## src/rtl/pdhold_pkg.sv

```systemverilog
package pdhold_pkg;
    typedef enum logic [1:0] {
        ST_ACTIVE = 2'd0,
        ST_DOWN   = 2'd1,
        ST_WAKE   = 2'd2
    } pd_state_e;
endpackage

```

## src/rtl/pdhold_ctrl.sv

```systemverilog
module pdhold_ctrl
    import pdhold_pkg::*;
#(
    parameter int RECOVER = 3
) (
    input  logic clk,
    input  logic rst_n,
    input  logic pd_en,
    input  logic pd_pin,
    output logic active,
    output logic upd
);
    localparam int CW = (RECOVER > 1) ? $clog2(RECOVER) : 1;
    localparam logic [CW-1:0] LAST = CW'(RECOVER - 1);

    pd_state_e state_q, state_d;
    logic [CW-1:0] cnt_q, cnt_d;
    logic pd_req;

    assign pd_req = pd_en & pd_pin;

    always_comb begin
        state_d = state_q;
        cnt_d   = cnt_q;
        unique case (state_q)
            ST_ACTIVE: if (pd_req) state_d = ST_DOWN;
            ST_DOWN: begin
                if (!pd_req) begin
                    state_d = ST_WAKE;
                    cnt_d   = '0;
                end
            end
            ST_WAKE: begin
                if (pd_req)              state_d = ST_DOWN;
                else if (cnt_q == LAST)  state_d = ST_ACTIVE;
                else                     cnt_d   = cnt_q + 1'b1;
            end
            default: state_d = ST_ACTIVE;
        endcase
    end

    always_ff @(posedge clk or negedge rst_n) begin
        if (!rst_n) begin
            state_q <= ST_ACTIVE;
            cnt_q   <= '0;
        end else begin
            state_q <= state_d;
            cnt_q   <= cnt_d;
        end
    end

    always_comb begin
        active = (state_q == ST_ACTIVE);
        upd    = active & ~pd_req;
    end

    a_r5_enter: assert property (@(posedge clk) disable iff (!rst_n)
        (state_q == ST_ACTIVE && pd_req) |=> (state_q == ST_DOWN));
    a_r3_stay_live: assert property (@(posedge clk) disable iff (!rst_n)
        (state_q == ST_ACTIVE && !pd_en) |=> (state_q == ST_ACTIVE));
    a_r9_relapse: assert property (@(posedge clk) disable iff (!rst_n)
        (state_q == ST_WAKE && pd_req) |=> (state_q == ST_DOWN));
    a_r8_no_early: assert property (@(posedge clk) disable iff (!rst_n)
        (state_q == ST_WAKE && !pd_req && cnt_q != LAST) |=> (state_q == ST_WAKE));
endmodule

```

## src/rtl/pdhold_gate.sv

```systemverilog
module pdhold_gate #(
    parameter int N_IN = 6,
    parameter int N_MC = 4
) (
    input  logic            clk,
    input  logic            rst_n,
    input  logic            active,
    input  logic            pd_en,
    input  logic            pd_pin,
    input  logic [N_IN-1:0] core_in,
    input  logic [N_MC-1:0] core_oe,
    output logic [N_IN-1:0] arr_in,
    output logic            pd_term,
    output logic [N_MC-1:0] oe_eff
);
    logic [N_IN-1:0] hin_q;
    logic [N_MC-1:0] hoe_q;
    logic            hpd_q;
    logic            live_pd;

    assign live_pd = pd_pin & ~pd_en;

    always_ff @(posedge clk or negedge rst_n) begin
        if (!rst_n) begin
            hin_q <= '0;
            hoe_q <= '0;
            hpd_q <= 1'b0;
        end else if (active) begin
            hin_q <= core_in;
            hoe_q <= core_oe;
            hpd_q <= live_pd;
        end
    end

    always_comb begin
        arr_in  = active ? core_in : hin_q;
        oe_eff  = active ? core_oe : hoe_q;
        pd_term = active ? live_pd : hpd_q;
    end

    a_r6_oe_held: assert property (@(posedge clk) disable iff (!rst_n)
        !active |=> (active || $stable(oe_eff)));
    a_r6_in_held: assert property (@(posedge clk) disable iff (!rst_n)
        !active |=> (active || $stable(arr_in)));
endmodule

```

## src/rtl/pdhold_array.sv

```systemverilog
module pdhold_array #(
    parameter int N_IN = 6,
    parameter int N_MC = 4,
    parameter int A_W  = N_IN + 1 + N_MC,
    parameter logic [N_MC*A_W-1:0] TERM_MASK = '0,
    parameter logic [N_MC-1:0]     REG_MASK  = '0,
    parameter logic [N_MC-1:0]     INV_MASK  = '0
) (
    input  logic            clk,
    input  logic            rst_n,
    input  logic            upd,
    input  logic [N_IN-1:0] arr_in,
    input  logic            pd_term,
    output logic [N_MC-1:0] out_data
);
    logic [N_MC-1:0] q;
    logic [N_MC-1:0] sum;
    logic [A_W-1:0]  avec;

    assign avec = {q, pd_term, arr_in};

    for (genvar i = 0; i < N_MC; i++) begin : g_mc
        assign sum[i] = ^(avec & TERM_MASK[i*A_W +: A_W]);
        if (REG_MASK[i]) begin : g_reg
            assign out_data[i] = q[i] ^ INV_MASK[i];
        end else begin : g_comb
            assign out_data[i] = sum[i] ^ INV_MASK[i];
        end
    end

    always_ff @(posedge clk or negedge rst_n) begin
        if (!rst_n)   q <= '0;
        else if (upd) q <= sum;
    end

    a_r7_frozen: assert property (@(posedge clk) disable iff (!rst_n)
        !upd |=> $stable(q));
endmodule

```

## src/rtl/pdhold_top.sv

```systemverilog
module pdhold_top #(
    parameter int N_IN    = 6,
    parameter int N_MC    = 4,
    parameter int RECOVER = 3,
    parameter int A_W     = N_IN + 1 + N_MC,
    parameter logic [N_MC*A_W-1:0] TERM_MASK = {11'h060, 11'h418, 11'h0C4, 11'h083},
    parameter logic [N_MC-1:0]     REG_MASK  = 4'b0101,
    parameter logic [N_MC-1:0]     INV_MASK  = 4'b0100
) (
    input  logic            clk,
    input  logic            rst_n,
    input  logic            pd_en,
    input  logic            pd_pin,
    input  logic [N_IN-1:0] core_in,
    input  logic [N_MC-1:0] core_oe,
    output logic [N_MC-1:0] out_data,
    output logic [N_MC-1:0] out_oe,
    output logic            ready
);
    logic            active;
    logic            upd;
    logic [N_IN-1:0] arr_in;
    logic            pd_term;

    pdhold_ctrl #(.RECOVER(RECOVER)) u_ctrl (
        .clk(clk), .rst_n(rst_n), .pd_en(pd_en), .pd_pin(pd_pin),
        .active(active), .upd(upd)
    );

    pdhold_gate #(.N_IN(N_IN), .N_MC(N_MC)) u_gate (
        .clk(clk), .rst_n(rst_n), .active(active), .pd_en(pd_en),
        .pd_pin(pd_pin), .core_in(core_in), .core_oe(core_oe),
        .arr_in(arr_in), .pd_term(pd_term), .oe_eff(out_oe)
    );

    pdhold_array #(
        .N_IN(N_IN), .N_MC(N_MC), .A_W(A_W),
        .TERM_MASK(TERM_MASK), .REG_MASK(REG_MASK), .INV_MASK(INV_MASK)
    ) u_array (
        .clk(clk), .rst_n(rst_n), .upd(upd), .arr_in(arr_in),
        .pd_term(pd_term), .out_data(out_data)
    );

    assign ready = active;

    a_r6_out_held: assert property (@(posedge clk) disable iff (!rst_n)
        !ready |=> (ready || $stable(out_data)));
endmodule

```

## config.mk

```make
export PLATFORM = sky130hd
export DESIGN_NAME = pdhold_top
export DESIGN_NICKNAME = d
export VERILOG_FILES = /design/src/rtl/pdhold_pkg.sv /design/src/rtl/pdhold_ctrl.sv /design/src/rtl/pdhold_gate.sv /design/src/rtl/pdhold_array.sv /design/src/rtl/pdhold_top.sv
export SDC_FILE = /design/constraint.sdc
export NUM_CORES = 1
export LEC_CHECK = 0
export CAP_MARGIN = 20
export CORE_MARGIN = 2
export CORE_UTILIZATION = 24
export CTS_CLUSTER_SIZE = 24
export DETAILED_ROUTE_END_ITERATION = 6
export HOLD_SLACK_MARGIN = 0.05
export PLACE_DENSITY = 0.55
export SYNTH_ARGS = -nofsm -noshare
export SYNTH_HDL_FRONTEND = slang
export SYNTH_HIERARCHICAL = 1
export SYNTH_SLANG_ARGS = --single-unit
```

## constraint.sdc

```tcl
create_clock -name clk -period 4 [get_ports clk]
set_clock_uncertainty 0.2 [all_clocks]
set_input_delay 0.8 -clock clk [delete_from_list [all_inputs] [get_ports clk]]
set_output_delay 0.8 -clock clk [all_outputs]
set_load 0.005 [all_outputs]
```

==> impl_metrics.ini <==
[final_layout]
finalNonFillerCells = 133
n_antenna_cell = 0
post_route_cells_drive_above_1_share_pct = 18.4
syn_to_final_growth_pct = 32.5
nets = 103
post-route-util_pct = 33.6

[setup_path]
start_kind = input pin
path_cells = clkdlybuf4s50_1 -> nand2_1 -> o22ai_1 -> xor2_1 -> clkdlybuf4s50_1
crit_required_ps = 3000
critPathMaxStageDelay_ps = 530
critical_path_peak_fanout = 4
crit_type = input pin to primary output
reg2reg_to = u_array/q[3]$_DFFE_PN0P_
r2r_cells = 5
r2r_slack_ps = 1930
critPathArrivalTime_ps = 2440
r2r-start = u_ctrl/state_q[0]$_DFFE_PN0P_
crit_path_end_kind = primary output
critPathMostFrequentCell = clkdlybuf4s50_1
crit_path_top_delay_cell = clkdlybuf4s50_1

[synth]
synth_top_area_cell = dfrtp_1
synth_compound_area_share_pct = 6.75
syn_inst = 65
yosys-mux-area-fraction_pct = 20.4
yosys.area_share.simple_pct = 4.26
synth_top_family_by_area = multiplexers
synth-edff-count = 0
synthFlopType = dfrtp_1
synth_area_per_cell_um2 = 13.1
synth-async-reset-ratio_pct = 100
synthDistinctLibCells = 19
synth_xor_area_share_pct = 7.20
yosys-top-cells-count = dfrtp_1 (18), mux2_4 (8), nand2_1 (5)
synth_fa_ha_area_share_pct = 1.47
synthMostInstantiatedCell = dfrtp_1
synth_seq_cells = 18
synth_fp_nets = 80
synth_area_leaders = dfrtp_1 (53%), mux2_4 (14%), xnor2_1 (4.1%), mux2_2 (4.0%), xor2_1 (3.1%)
yosys_warnings = 6
yosysSeqAreaShare_pct = 52.9
synth_area_um2 = 852
yosysTopAreaCellShare_pct = 52.9

[grt]
overflow = 0
grt_pass1_vias = 584
grtUsageTotal_pct = 8.55
grt_max_degree = 19
grt_pass1_wl_mm = 2.68
grt_antenna_before_repair = 0

[cts]
cts_tree = yes
cts_buffers = 3
clock_path_buffers = 2
root_buffer = clkbuf_4
cts_hold_buffers = 0
path_clk_slew_ps = 100
ctsResizeCount = 0
insertion_delay_ps = 290
cts_setup_buffers = 0
cts_sinks = 18
htree_levels = 1

[drt]
drt-initial-drc-count = 4
wirelength_mm = 1.54
antenna_left = 0
drtPass1Iterations = 2
vias = 531
post_drt_via_cell_ratio = 3.99
drc_errors = 0
wl_per_cell_um = 11.6

[hold_path]
min-delay-start = u_gate/hoe_q[3]$_DFF_PN0_
holdPathEnd = u_gate/hoe_q[3]$_DFF_PN0_
hold_depth = 1
hp-class = flop to flop

[die]
die_area_mm2 = 0.00404
die_w_um = 63.6
row_count = 21
floorplan.die.height_um = 63.6
ios = 23
core_area_mm2 = 0.00336
initial_utilization_pct = 25.3

[sta]
fmax_ghz = 0.291
slew_headroom_pct = 44.8
fin_tns_setup_ps = 0
post-route-period-util_pct = 86.0
drv_slew = 0
period_needed_ps = 3440
finalHoldViolCount = 0
holdWs_ps = 303
max_slew.worst_pin.slew_ps = 826
finalSetupViolCount = 0
rsz0062_at_grt = no

[outcome]
status = finished clean

[place]
place_inst = 129
dpl.hpwl_mm = 1.13
place.gp.congestion = 0.723
port_buffers = 22

[power_and_ir_drop]
powerDensity_mw_per_mm2 = 634
p_leak_nw = 0.500
peakVddDrop_mv = 0.246

[flow_run]
drv_cap = 0
-- flip-flops by register name, summed over array words and instances, names as in the netlist --
register and cells:
u_gate/hoe_q 4, u_ctrl/state_q 2, u_ctrl/cnt_q 2, u_gate/hin_q 6, u_gate/hpd_q 1, u_array/q 3
-- power breakdown --
part / internal [mW] / switching [mW]
sequential: 0.245 / 0.0340
clock: 0.0555 / 0.0578
combinational: 0.204 / 0.120
total: 0.504 / 0.212
-- worst max path at each step --
| stage | start | end | slack [ps] | depth (start not counted) |
|---|---|---|---|---|
| floorplan | u_ctrl/state_q[0]$_DFFE_PN0P_ | out_data[1] | 1320 | 7 |
| global placement | pd_pin | out_data[3] | 550 | 5 |
| detailed placement | pd_pin | out_data[3] | 540 | 5 |
| CTS | pd_pin | out_data[3] | 540 | 5 |
| global route | pd_pin | out_data[3] | 380 | 5 |
| finish | pd_pin | out_data[3] | 560 | 5 |
-- cell usage in the layout (no fill, tap or decap) --
| cell type | Yosys | final |
|---|---|---|
| mux2_4 | 8 | 8 |
| buf_4 | 3 | 1 |
| mux2i_1 | 2 | 2 |
| ha_1 | 1 | 1 |
| o21ai_1 | 3 | 3 |
| clkbuf_8 | 0 | 1 |
| clkbuf_4 | 0 | 3 |
| inv_1 | 4 | 4 |
| xor2_1 | 3 | 3 |
| mux2_2 | 3 | 3 |
| and2b_1 | 1 | 1 |
| a211o_1 | 1 | 1 |
| nor2_1 | 1 | 1 |
| a22o_1 | 2 | 2 |
| and2_1 | 1 | 1 |
| clkdlybuf4s50_1 | 0 | 22 |
| dfrtp_1 | 18 | 18 |
| nand2_1 | 5 | 5 |
| o22ai_1 | 1 | 1 |
| a21oi_1 | 2 | 2 |
| xnor2_1 | 4 | 4 |
-- logic make-up (layout without fill, tap and decap cells) --
group | after synthesis | in the layout
simple gates | 8 | 8
fa+ha+maj | 1 | 1
flops | 18 | 18
compound gates | 9 | 9
buf+inv | 9 | 31
mux | 13 | 13
xor+xnor | 7 | 7
-- stage by stage --
| stage | power (mW) | setup WS (ps) | area, µm² |
|---|---|---|---|
| floorplan | 0.507 | 1320 | 852 |
| global placement | 0.604 | 551 | 1090 |
| detailed placement | 0.609 | 543 | 1090 |
| CTS | 0.728 | 539 | 1130 |
| global route | 0.772 | 383 | 1130 |
| finish | 0.716 | 559 | 1130 |
-- routing by layer --
layer	wire, µm	vias to the layer above	track usage [%]
li1	-	261	-
met1	766	252	10.9
met2	678	16	13.2
met3	77	2	4.11
met4	14	0	1.63
met5	0	-	0
-- worst max-delay path: cells and delay by family --
family                    cells  cell delay, ps
and+or+nand+nor               1              70
xor gates and xnor gates      1             220
AOI/OAI and AO/OA             1             300
buffers and inverters         2            1050
-- layout make-up --
| cell class | count | area (µm²) |
|---|---|---|
| Multi-Input combinational cell | 38 | 342 |
| Inverter | 4 | 15.0 |
| Tap cell | 46 | 57.6 |
| Fill cell | 360 | 2230 |
| Sequential cell | 18 | 450 |
| Timing Repair Buffer | 23 | 228 |
| Clock buffer | 4 | 36.3 |
No activity file was read; power rests on OpenSTA's default activity.
